==> config.mk <==
export PLATFORM = sky130hd
export DESIGN_NAME = tas_seq
export DESIGN_NICKNAME = d
export VERILOG_FILES = /design/src/rtl/tas_pkg.sv /design/src/rtl/tas_fsm.sv /design/src/rtl/tas_datapath.sv /design/src/rtl/tas_seq.sv
export SDC_FILE = /design/constraint.sdc
export NUM_CORES = 1
export LEC_CHECK = 0
export BUFFER_PORTS_ARGS = -buffer_cell sky130_fd_sc_hd__buf_2
export CAP_MARGIN = 20
export CORE_UTILIZATION = 44
export CTS_CLUSTER_SIZE = 14
export DETAILED_ROUTE_END_ITERATION = 10
export PLACE_DENSITY = 0.83
export SETUP_SLACK_MARGIN = 0.5
export SYNTH_ARGS = -nofsm -noshare
export SYNTH_HDL_FRONTEND = slang
export SYNTH_HIERARCHICAL = 1
export SYNTH_SLANG_ARGS = --single-unit
==> constraint.sdc <==
create_clock -name clk -period 1.73 [get_ports clk]
set_input_delay 0.0865 -clock clk [delete_from_list [all_inputs] [get_ports clk]]
set_output_delay 0.0865 -clock clk [all_outputs]
set_load 0.02 [all_outputs]
==> src/rtl/tas_pkg.sv <==
package tas_pkg;
   typedef enum logic [2:0] {
      ST_IDLE  = 3'd0,
      ST_REQ   = 3'd1,
      ST_READ  = 3'd2,
      ST_WRITE = 3'd3,
      ST_DONE  = 3'd4
   } tas_state_e;
endpackage

==> src/rtl/tas_fsm.sv <==
module tas_fsm
   import tas_pkg::*;
(
   input  logic       clk,
   input  logic       rst,
   input  logic       req_valid,
   input  logic       bus_gnt,
   input  logic       bus_ack,
   output logic       accept,
   output logic       rd_take,
   output logic       in_rw,
   output logic       req_ready,
   output logic       bus_req,
   output logic       bus_lock,
   output logic       bus_rd,
   output logic       bus_wr,
   output logic       rsp_done
);
   tas_state_e state_q, state_d;

   always_comb begin
      state_d = state_q;
      unique case (state_q)
         ST_IDLE:  if (req_valid) state_d = ST_REQ;
         ST_REQ:   if (bus_gnt)   state_d = ST_READ;
         ST_READ:  if (bus_ack)   state_d = ST_WRITE;
         ST_WRITE: if (bus_ack)   state_d = ST_DONE;
         ST_DONE:                 state_d = ST_IDLE;
         default:                 state_d = ST_IDLE;
      endcase
   end

   always_ff @(posedge clk) begin
      if (rst) state_q <= ST_IDLE;
      else     state_q <= state_d;
   end

   always_comb begin
      req_ready = (state_q == ST_IDLE);
      accept    = req_ready && req_valid;
      bus_rd    = (state_q == ST_READ);
      bus_wr    = (state_q == ST_WRITE);
      rd_take   = bus_rd && bus_ack;
      in_rw     = bus_rd || bus_wr;
      bus_lock  = (state_q == ST_REQ) || in_rw;
      bus_req   = bus_lock;
      rsp_done  = (state_q == ST_DONE);
   end
endmodule

==> src/rtl/tas_datapath.sv <==
module tas_datapath #(
   parameter int ADDR_W    = 16,
   parameter int DATA_W    = 8,
   parameter int MARK_BIT  = 7,
   parameter bit PARK_ADDR = 1'b1
)(
   input  logic              clk,
   input  logic              rst,
   input  logic              accept,
   input  logic              rd_take,
   input  logic              in_rw,
   input  logic [ADDR_W-1:0] req_addr,
   input  logic [DATA_W-1:0] bus_rdata,
   output logic [ADDR_W-1:0] bus_addr,
   output logic [DATA_W-1:0] bus_wdata,
   output logic              zero_flag
);
   logic [ADDR_W-1:0] addr_q;
   logic [DATA_W-1:0] byte_q;

   always_ff @(posedge clk) begin
      if (rst) begin
         addr_q    <= '0;
         byte_q    <= '0;
         zero_flag <= 1'b0;
      end else begin
         if (accept) addr_q <= req_addr;
         if (rd_take) begin
            byte_q    <= bus_rdata;
            zero_flag <= (bus_rdata == '0);
         end
      end
   end

   for (genvar i = 0; i < DATA_W; i++) begin : g_mark
      if (i == MARK_BIT) begin : g_set
         assign bus_wdata[i] = 1'b1;
      end else begin : g_keep
         assign bus_wdata[i] = byte_q[i];
      end
   end

   if (PARK_ADDR) begin : g_park
      assign bus_addr = in_rw ? addr_q : '0;
   end else begin : g_hold
      assign bus_addr = addr_q;
   end
endmodule

==> src/rtl/tas_seq.sv <==
module tas_seq #(
   parameter int ADDR_W    = 16,
   parameter int DATA_W    = 8,
   parameter int MARK_BIT  = 7,
   parameter bit PARK_ADDR = 1'b1
)(
   input  logic              clk,
   input  logic              rst,
   input  logic              req_valid,
   output logic              req_ready,
   input  logic [ADDR_W-1:0] req_addr,
   output logic              rsp_done,
   output logic              rsp_flag,
   output logic              bus_req,
   input  logic              bus_gnt,
   output logic              bus_lock,
   output logic [ADDR_W-1:0] bus_addr,
   output logic              bus_rd,
   output logic              bus_wr,
   output logic [DATA_W-1:0] bus_wdata,
   input  logic [DATA_W-1:0] bus_rdata,
   input  logic              bus_ack
);
   if (ADDR_W < 1) begin : g_bad_addr
      $error("tas_seq: ADDR_W must be at least 1");
   end
   if (DATA_W < 1) begin : g_bad_data
      $error("tas_seq: DATA_W must be at least 1");
   end
   if (MARK_BIT < 0 || MARK_BIT >= DATA_W) begin : g_bad_mark
      $error("tas_seq: MARK_BIT must lie inside DATA_W");
   end

   logic accept, rd_take, in_rw;

   tas_fsm u_fsm (
      .clk       (clk),
      .rst       (rst),
      .req_valid (req_valid),
      .bus_gnt   (bus_gnt),
      .bus_ack   (bus_ack),
      .accept    (accept),
      .rd_take   (rd_take),
      .in_rw     (in_rw),
      .req_ready (req_ready),
      .bus_req   (bus_req),
      .bus_lock  (bus_lock),
      .bus_rd    (bus_rd),
      .bus_wr    (bus_wr),
      .rsp_done  (rsp_done)
   );

   tas_datapath #(
      .ADDR_W    (ADDR_W),
      .DATA_W    (DATA_W),
      .MARK_BIT  (MARK_BIT),
      .PARK_ADDR (PARK_ADDR)
   ) u_dp (
      .clk       (clk),
      .rst       (rst),
      .accept    (accept),
      .rd_take   (rd_take),
      .in_rw     (in_rw),
      .req_addr  (req_addr),
      .bus_rdata (bus_rdata),
      .bus_addr  (bus_addr),
      .bus_wdata (bus_wdata),
      .zero_flag (rsp_flag)
   );
endmodule

==> results of run 1 <==
## per-stage QoR
stage / util / cell area, um2 / setup WS [ns]
finish: 0.702 / 1770 / 0.331
floorplan: - / 1230 / 0.306
global placement: 0.588 / 1480 / 0.399
CTS: 0.649 / 1640 / 0.316
detailed placement: 0.588 / 1480 / 0.338
global route: 0.702 / 1770 / 0.254
## cell type report
type	count	area [um2]	share of cell area
multi-input combinational	87	641	0.362
inverter	1	3.75	0.00212
sequential	27	552	0.312
timing repair buffer	71	510	0.288
clock buffer	4	26.3	0.0148
tap	30	37.5	0.0212
## power groups by stage
stage	clock (W)	combinational (W)	sequential (W)
2_1_floorplan	0	0.000195	0.000694
3_3_place_gp	0	0.000236	0.000697
3_5_place_dp	0	0.000244	0.000700
4_1_cts	0.000268	0.000295	0.000684
5_1_grt	0.000307	0.000363	0.000694
6_report	0.000268	0.000337	0.000688
## placed cells by master (no fill, tap or decap), types with 2 or more instances in the layout
cell type                       synthesis  final
sky130_fd_sc_hd__a21oi_1                2      2
sky130_fd_sc_hd__and2_1                19     16
sky130_fd_sc_hd__and2_4                 0      4
sky130_fd_sc_hd__buf_2                  3     37
sky130_fd_sc_hd__buf_4                  3     21
sky130_fd_sc_hd__buf_6                  2      4
sky130_fd_sc_hd__clkbuf_4               0      3
sky130_fd_sc_hd__dfxtp_1               27     24
sky130_fd_sc_hd__dfxtp_4                0      3
sky130_fd_sc_hd__dlygate4sd3_1          0      6
sky130_fd_sc_hd__mux2i_1               23     21
sky130_fd_sc_hd__nor2_1                26     24
sky130_fd_sc_hd__nor2_4                 0      2
sky130_fd_sc_hd__nor4_1                 2      2
## cells by family (layout without fill, tap and decap cells)
| kind of cell | Yosys count | in the layout | synth area share |
|---|---|---|---|
| AOI/OAI and AO/OA | 5 | 5 | 0.0291 |
| muxes | 23 | 23 | 0.191 |
| and+or+nand+nor | 56 | 57 | 0.248 |
| DFF | 27 | 27 | 0.449 |
| xor gates and xnor gates | 1 | 1 | 0.00727 |
| other | 1 | 1 | 0.00311 |
| buffers and inverters | 11 | 76 | 0.0727 |
## worst max-delay path, cell delays in order, from the launching register on
cell and delay (ns):
sky130_fd_sc_hd__dfxtp_4 0.40, sky130_fd_sc_hd__nor2b_4 0.17, sky130_fd_sc_hd__buf_8 0.14, sky130_fd_sc_hd__and2_1 0.14, sky130_fd_sc_hd__buf_4 0.14
## flip-flops by register name, summed over array words and instances (netlist names)
signal and flops:
u_dp/addr_q 16, u_dp/byte_q 7, u_fsm/state_q 3, u_dp/zero_flag 1
## what timing repair did
action | in CTS | in global routing
hold endpoints to repair | 3 | 3
resized for setup | 14 | 31
cloned | 2 | 0
hold buffers | 3 | 3
buffers inserted | 3 | 1
endpoints found under the setup margin | 45 | 46
## layer usage
layer / GRT usage / up-vias / wire [um]
met5: 0 / - / 0
met4: 0.0769 / 0 / 19
met3: 0.0444 / 2 / 151
met2: 0.352 / 35 / 1550
met1: 0.230 / 518 / 1180
li1: - / 539 / -
## final timing paths
check,start,end,slack [ns],cells after the start
worst min register to register,u_dp/byte_q[5],u_dp/byte_q[5],0.50,2
worst min-delay path,req_addr[12],u_dp/addr_q[12],0.003,3
worst max register to register,u_fsm/state_q[1],u_dp/byte_q[3],0.39,5
worst max-delay path,u_fsm/state_q[1],bus_addr[11],0.33,4
==> results by stage, run 1 <==
Run status:
- The run finished with clean final reports.

Drt:
- The count of nets left with antenna violations once routing finished came out at 0.
- After detailed routing, the average wire length per cell comes to approximately 13 um.
- The first detailed-routing pass took 4 iterations.
- The number of vias after detailed routing is approximately 1,100.
- After detailed routing, the number of vias per cell comes to 4.97.
- The total detailed-routing wirelength is just under 3000 um.
- The number of DRC markers in iteration 0 is 8.
- The number of remaining DRC errors is 0.

Power and ir drop:
- The clock network power share is 0.207.
- The leakage power total is 0.841 nW.
- The design draws ~0.0013 W.
- Of the total power, the share spent switching nets is 0.281.
- The power share of the sequential group is 0.532.
- Of the total power, combinational logic draws 0.261.
- Cell internal power was estimated by the tool at roughly 0.00093 W.
- The total net switching power is approximately 0.00036 W.
- IR analysis of the VDD net gives a maximum drop of between 0.5 and 0.6 mV.
- For this design the ratio of total power to cell area is around 730 nW/um2.

Worst setup path:
- The critical path class is reg2out.
- The category of the worst setup path launch point is a flip-flop.
- The data required time at the worst endpoint is 1.64 ns.
- The worst setup path is captured at a primary output.
- Of all nets on the critical path, the largest fanout is 17.
- The arrival time of data at the critical path endpoint is 1.31 ns.

Timing:
- Counting I/O delays and the setup requirement, the final critical path takes 1.40 ns.
- The number of pins with negative max-slew slack in the final report was 0.
- The share of the cycle needed by the critical path after routing is 0.808.
- Hold timing on the final database bottoms out at a slack of 0.00314 ns.
- Based on the critical path, the design can be clocked at up to approximately 0.72 GHz.
- The final number of setup-violating endpoints is 0.
- The total negative setup slack is 0 ns.
- The count of endpoints failing hold in the final timing report is 0.
- Setup repair after global routing could not meet its margin everywhere.
- The clock arrives with about 0.0032 ns of skew.

Die:
- The die covers 2950 um2.
- The initial utilization of the core area, before any placement, comes to 0.478.
- The placeable core region is 2520 um2.
- In this run the core area contains 18 standard-cell rows.
- The height of the chip is ~54 um.
- Pin placement for this block handled 60 I/O pins.
- Measured along the x axis, the die boundary spans ~54 um.

Yosys:
- By area the synthesized netlist is led by sky130_fd_sc_hd__dfxtp_1, sky130_fd_sc_hd__mux2i_1, sky130_fd_sc_hd__and2_1, sky130_fd_sc_hd__nor2_1, sky130_fd_sc_hd__buf_4.
- In the synthesized netlist the dominant register cell turns out to be sky130_fd_sc_hd__dfxtp_1.
- In this run, distinct cell masters in the synthesized netlist total 25.
- The area fraction of the dominant cell type after synthesis is 0.449.
- For this run, the register share of the synthesized area comes to 0.449.
- By count the netlist is led by sky130_fd_sc_hd__dfxtp_1, sky130_fd_sc_hd__nor2_1, sky130_fd_sc_hd__mux2i_1.
- The Yosys step of the flow raised 6 warnings.
- sky130_fd_sc_hd__dfxtp_1 takes more of the synthesized area than any other cell.
- Counting flops with an async set or reset pin after synthesis yields a share of 0.
- The number of synthesized flops with an enable pin is 0.
- In the post-synthesis netlist, the cell with the most instances is sky130_fd_sc_hd__dfxtp_1.
- Each instance of the synthesized netlist takes up on average 9.72 um2.
- After synthesis the cells add up to between 1000 and 1500 um2.
- The number of nets in the synthesized netlist is about 150.
- The synthesized design contains 27 register bits.
- The cell count after synthesis is 124.

Global routing:
- The pin count of the biggest net entering global routing is 29.
- The total congestion overflow is 0.
- The number of antenna violations at the first check in global routing is 0.
- The number of global-route vias before repair was between 900 and 1,000.
- In the global route stage, overall resource usage came out at 0.199.
- The first-pass GRT wire length is 4100 um.

Cells and area:
- The signed area change from the synthesized netlist to the final layout is 46.9%.
- The share of post-route cells with drive strength above 1 is 0.447.
- The count of cells in the finished layout, fillers not included, comes to between 200 and 250.
- The repair_antennas step left the layout with diodes totalling 0.
- The net total in the final layout is 220.
- The total of fill cells in the finished design is 198.

Clocking:
- The deepest clock path buffer count is 2.
- The clock drives 27 sinks.
- The clock input transition at the sequential cells of the worst setup and hold paths is 0.14 ns.
- TritonCTS built the clock tree.
- The number of H-tree levels is 1.
- The root buffer cell is sky130_fd_sc_hd__clkbuf_4.
- TritonCTS created 3 clock buffers.
- The clock latency on the worst-skew pair is ~0.32 ns.

Place:
- During placement, the flow inserted port buffers numbering 58.
- Summed over all nets, the half-perimeter wirelength after detailed placement is 1880 um.
- The cell total after placement is around 200.
- The weighted congestion at the end of routability-driven global placement is 0.694.

Hold path:
- The worst hold path belongs to the class in2reg.

Flow run:
- Max-cap violations in this run came to 0.
Note: power is estimated with default switching activity, not from simulation.
==> run 2, diff against run 1 <==
Clock period 1.73 ns to 1.3 ns, I/O delays scaled along.
==> run 2 against run 1 <==
Effect of this change: the flow now finishes with violations (negative hold slack, negative setup slack); sequential power is 33% higher; non-clock buffer count is 17 higher; clock power is 42% higher; via count is 7.2% higher; final area is 18% higher; worst setup slack worse by 0.44 ns.
==> results by stage, run 2 (same netlist as run 1, synthesis figures left out) <==
Run status:
- Result of the run: finished with violations (was complete, no violations).
- The final reports fail on negative hold slack, negative setup slack.

Timing:
- The share of the cycle needed by the critical path after routing is 1.09.
- The worst slew margin relative to its limit is 0.644.
- The slack of the critical path is -0.111 ns (was 0.331 ns).
- The total negative setup slack came to -1.81 ns (was 0 ns).
- The setup clock skew after layout is 0.0133 ns (was 0.00317 ns).
- The number of pins with negative max-slew slack in the final report is 0 (unchanged).
- The worst path in the final design needs a cycle of 1.41 ns, including I/O delays and setup.
- Unrepaired setup endpoints after global routing: yes (unchanged).
- The final number of setup-violating endpoints is 31 (was 0).
- The count of endpoints failing hold in the final timing report is 2 (was 0).
- The achievable clock frequency is about 0.71 GHz.
- The worst hold slack after final layout is -0.0129 ns (was 0.00314 ns).
- The slew at the pin closest to its max-slew limit is around 0.53 ns.

Die:
- The initial core utilization is 0.478 (unchanged).
- The I/O pin count is 60 (unchanged).
- The number of rows in the core area is 18 (unchanged).
- The die span in x is 54.3 um (unchanged).
- The height of the chip is 54.3 um (unchanged).
- The placeable core region is 2520 um2 (unchanged).
- The overall die area was 2950 um2 (unchanged).

Cells and area:
- The non-filler instance count after layout is 237 (was 220).
- The multi-input combinational cell area is 668 um2 (was 641 um2).
- The share of post-route cells with drive strength above 1 is 0.546 (was 0.447).
- The register bank with the most flops is u_dp/addr_q (unchanged).
- The total of fill cells in the finished design came to 152 (was 198).
- The most common cell after layout, fill and taps aside was sky130_fd_sc_hd__buf_2 (unchanged).
- The signed area change from the synthesized netlist to the final layout is 72.7% (was 46.9%).
- The flip-flop count of the largest register after layout is 16 (unchanged).
- Commonest cells after routing, fill and taps aside: sky130_fd_sc_hd__buf_2, sky130_fd_sc_hd__buf_6, sky130_fd_sc_hd__nor2_1 (was sky130_fd_sc_hd__buf_2, sky130_fd_sc_hd__nor2_1, sky130_fd_sc_hd__dfxtp_1).
- Largest registers: u_dp/addr_q x16, u_dp/byte_q x7, u_fsm/state_q x3 (unchanged).
- The antenna diode count came to 0 (unchanged).
- The net total in the final layout is 237 (was 220).
- The area taken by flip-flops and latches is 562 um2 (was 552 um2).

Clocking:
- The number of H-tree levels is 1 (unchanged).
- The deepest clock path buffer count came to 2 (unchanged).
- The clock input transition at the sequential cells of the worst setup and hold paths was 0.16 ns (was 0.14 ns).
- The clock tree from TritonCTS is done (unchanged).
- The clock latency on the worst-skew pair came to 0.33 ns (was 0.32 ns).
- The CTS sink count was 27 (unchanged).
- The number of clock buffers inserted by TritonCTS is 3 (unchanged).
- The root buffer cell is sky130_fd_sc_hd__clkbuf_4 (unchanged).

Power and ir drop:
- The areal power density over the cells is 871 nW/um2 (was 731 nW/um2).
- The peak supply drop was 0.993 mV (was 0.564 mV).
- The leakage power total is 0.959 nW (was 0.841 nW).
- The post-layout total power is 0.00181 W (was 0.00129 W).

Global routing:
- The pin count of the biggest net entering global routing is 29 (unchanged).
- The number of global-route vias before repair is 1,196 (was 917).
- The met1 usage came to 0.276 (was 0.230).
- The met2 track utilization from global routing was 0.516 (was 0.352).
- The peak-usage layer in the global routing report is met2 (unchanged).
- The number of antenna violations at the first check in global routing was 0 (unchanged).
- The met3 track demand over resource in global routing came to 0.0472 (was 0.0444).
- The first-pass GRT wire length was 5420 um (was 4100 um).
- The global routing usage summed across all routing layers is 0.261 (was 0.199).
- The total congestion overflow is 0 (unchanged).

Worst setup path:
- The reg-to-reg startpoint is u_fsm/state_q[1] (unchanged).
- The category of the worst setup path launch point is a flip-flop (unchanged).
- The kind of capture point of the worst setup path is a primary output (unchanged).
- The beginning of the critical path is u_fsm/state_q[0] (was u_fsm/state_q[1]).
- The arrival time of data at the critical path endpoint came to 1.35 ns (was 1.31 ns).
- The data required time at the worst endpoint came to 1.24 ns (was 1.64 ns).
- The critical path class is reg2out (unchanged).
- The largest fanout of any net on the critical path came to 5 (was 17).

Drt:
- The total detailed-routing wirelength is 3570 um (was 2900 um).
- The number of vias after detailed routing is 1,173 (was 1,094).
- The detailed-route wire length per cell is 15.1 um (was 13.2 um).
- The number of antenna-violating nets in the routed design was 0 (unchanged).
- The first-pass detailed-route iteration total is 4 (unchanged).
- The number of DRC markers in iteration 0 came to 12 (was 8).
- The detailed-route vias per instance is 4.95 (was 4.97).
- The number of remaining DRC errors is 0 (unchanged).

Hold path:
- The path class of the lowest-slack min-delay path is in2reg (unchanged).
- The source of the worst hold timing path is bus_rdata[1] (was req_addr[12]).

Place:
- The worst setup slack after placement is -0.00723 ns (was 0.338 ns).
- The weighted congestion at the end of routability-driven global placement is 0.741 (was 0.694).
- The cell total after placement came to 207 (was 204).
- The detailed-placement wirelength estimate is 1880 um (about the same).
- The count of port buffers added during placement is 58 (unchanged).

Flow run:
- The number of max-cap violations is 0 (unchanged).
-- run 2: cell types whose count changed in the layout (fill, tap and decap cells not counted), moves of 2 or more --
cell                            delta
sky130_fd_sc_hd__buf_2             -6
sky130_fd_sc_hd__buf_6            +24
sky130_fd_sc_hd__and2_4           +11
sky130_fd_sc_hd__nor2_4            -2
sky130_fd_sc_hd__dfxtp_2           +8
sky130_fd_sc_hd__and2_2            +5
sky130_fd_sc_hd__buf_4            -16
sky130_fd_sc_hd__dlygate4sd3_1    +15
sky130_fd_sc_hd__dfxtp_1           -8
sky130_fd_sc_hd__and2_1           -16
-- run 2: cell type report --
type,instances,share of cell area
clock inverter,1,0.00301
clock buffer,3,0.0108
tap,30,0.0180
timing repair buffer,88,0.375
inverter,1,0.00180
sequential,27,0.270
multi-input combinational,87,0.321
-- run 2: timing repair --
item | CTS | global route
hold buffers | 21 | 0
gates resized for setup | 71 | 5
endpoints found under the setup margin | 57 | 57
cloned | 2 | 0
hold endpoints to repair | 21 | 0
buffers inserted | 1 | 2
pin swaps | 0 | 1
-- run 2: worst paths after layout --
path / endpoint / slack [ns] / depth (start not counted)
max: rsp_done / -0.11 / 4
min: u_dp/byte_q[1] / -0.01 / 3
max reg2reg: u_dp/addr_q[5] / -0.06 / 5
min reg2reg: u_dp/addr_q[3] / 0.52 / 2
-- run 2: metrics by stage --
| stage | utilization | instance area [um2] |
|---|---|---|
| 5_1_grt | 0.825 | 2080 |
| 2_1_floorplan | - | 1280 |
| 4_1_cts | 0.809 | 2040 |
| 3_3_place_gp | 0.617 | 1560 |
| 3_5_place_dp | 0.617 | 1560 |
| 6_report | 0.825 | 2080 |
-- run 2: routing by layer --
| layer | vias to the layer above | part of all wire |
|---|---|---|
| met4 | 0 | 0.012 |
| met1 | 548 | 0.38 |
| met2 | 47 | 0.55 |
| met3 | 6 | 0.056 |
| li1 | 572 | - |
| met5 | - | 0 |
-- run 2: power by group --
| group | internal [W] | leakage (nW) | total, W | switching (W) |
|---|---|---|---|---|
| clock | 0.000120 | 0.0183 | 0.000380 | 0.000260 |
| combinational | 0.000287 | 0.714 | 0.000516 | 0.000230 |
| sequential | 0.000878 | 0.227 | 0.000916 | 0.0000376 |
-- run 2: worst max-delay path: stages (launching register included) --
cell and delay (ns):
sky130_fd_sc_hd__dfxtp_4 0.40, sky130_fd_sc_hd__buf_4 0.15, sky130_fd_sc_hd__nor2_1 0.16, sky130_fd_sc_hd__and2_4 0.16, sky130_fd_sc_hd__buf_2 0.15
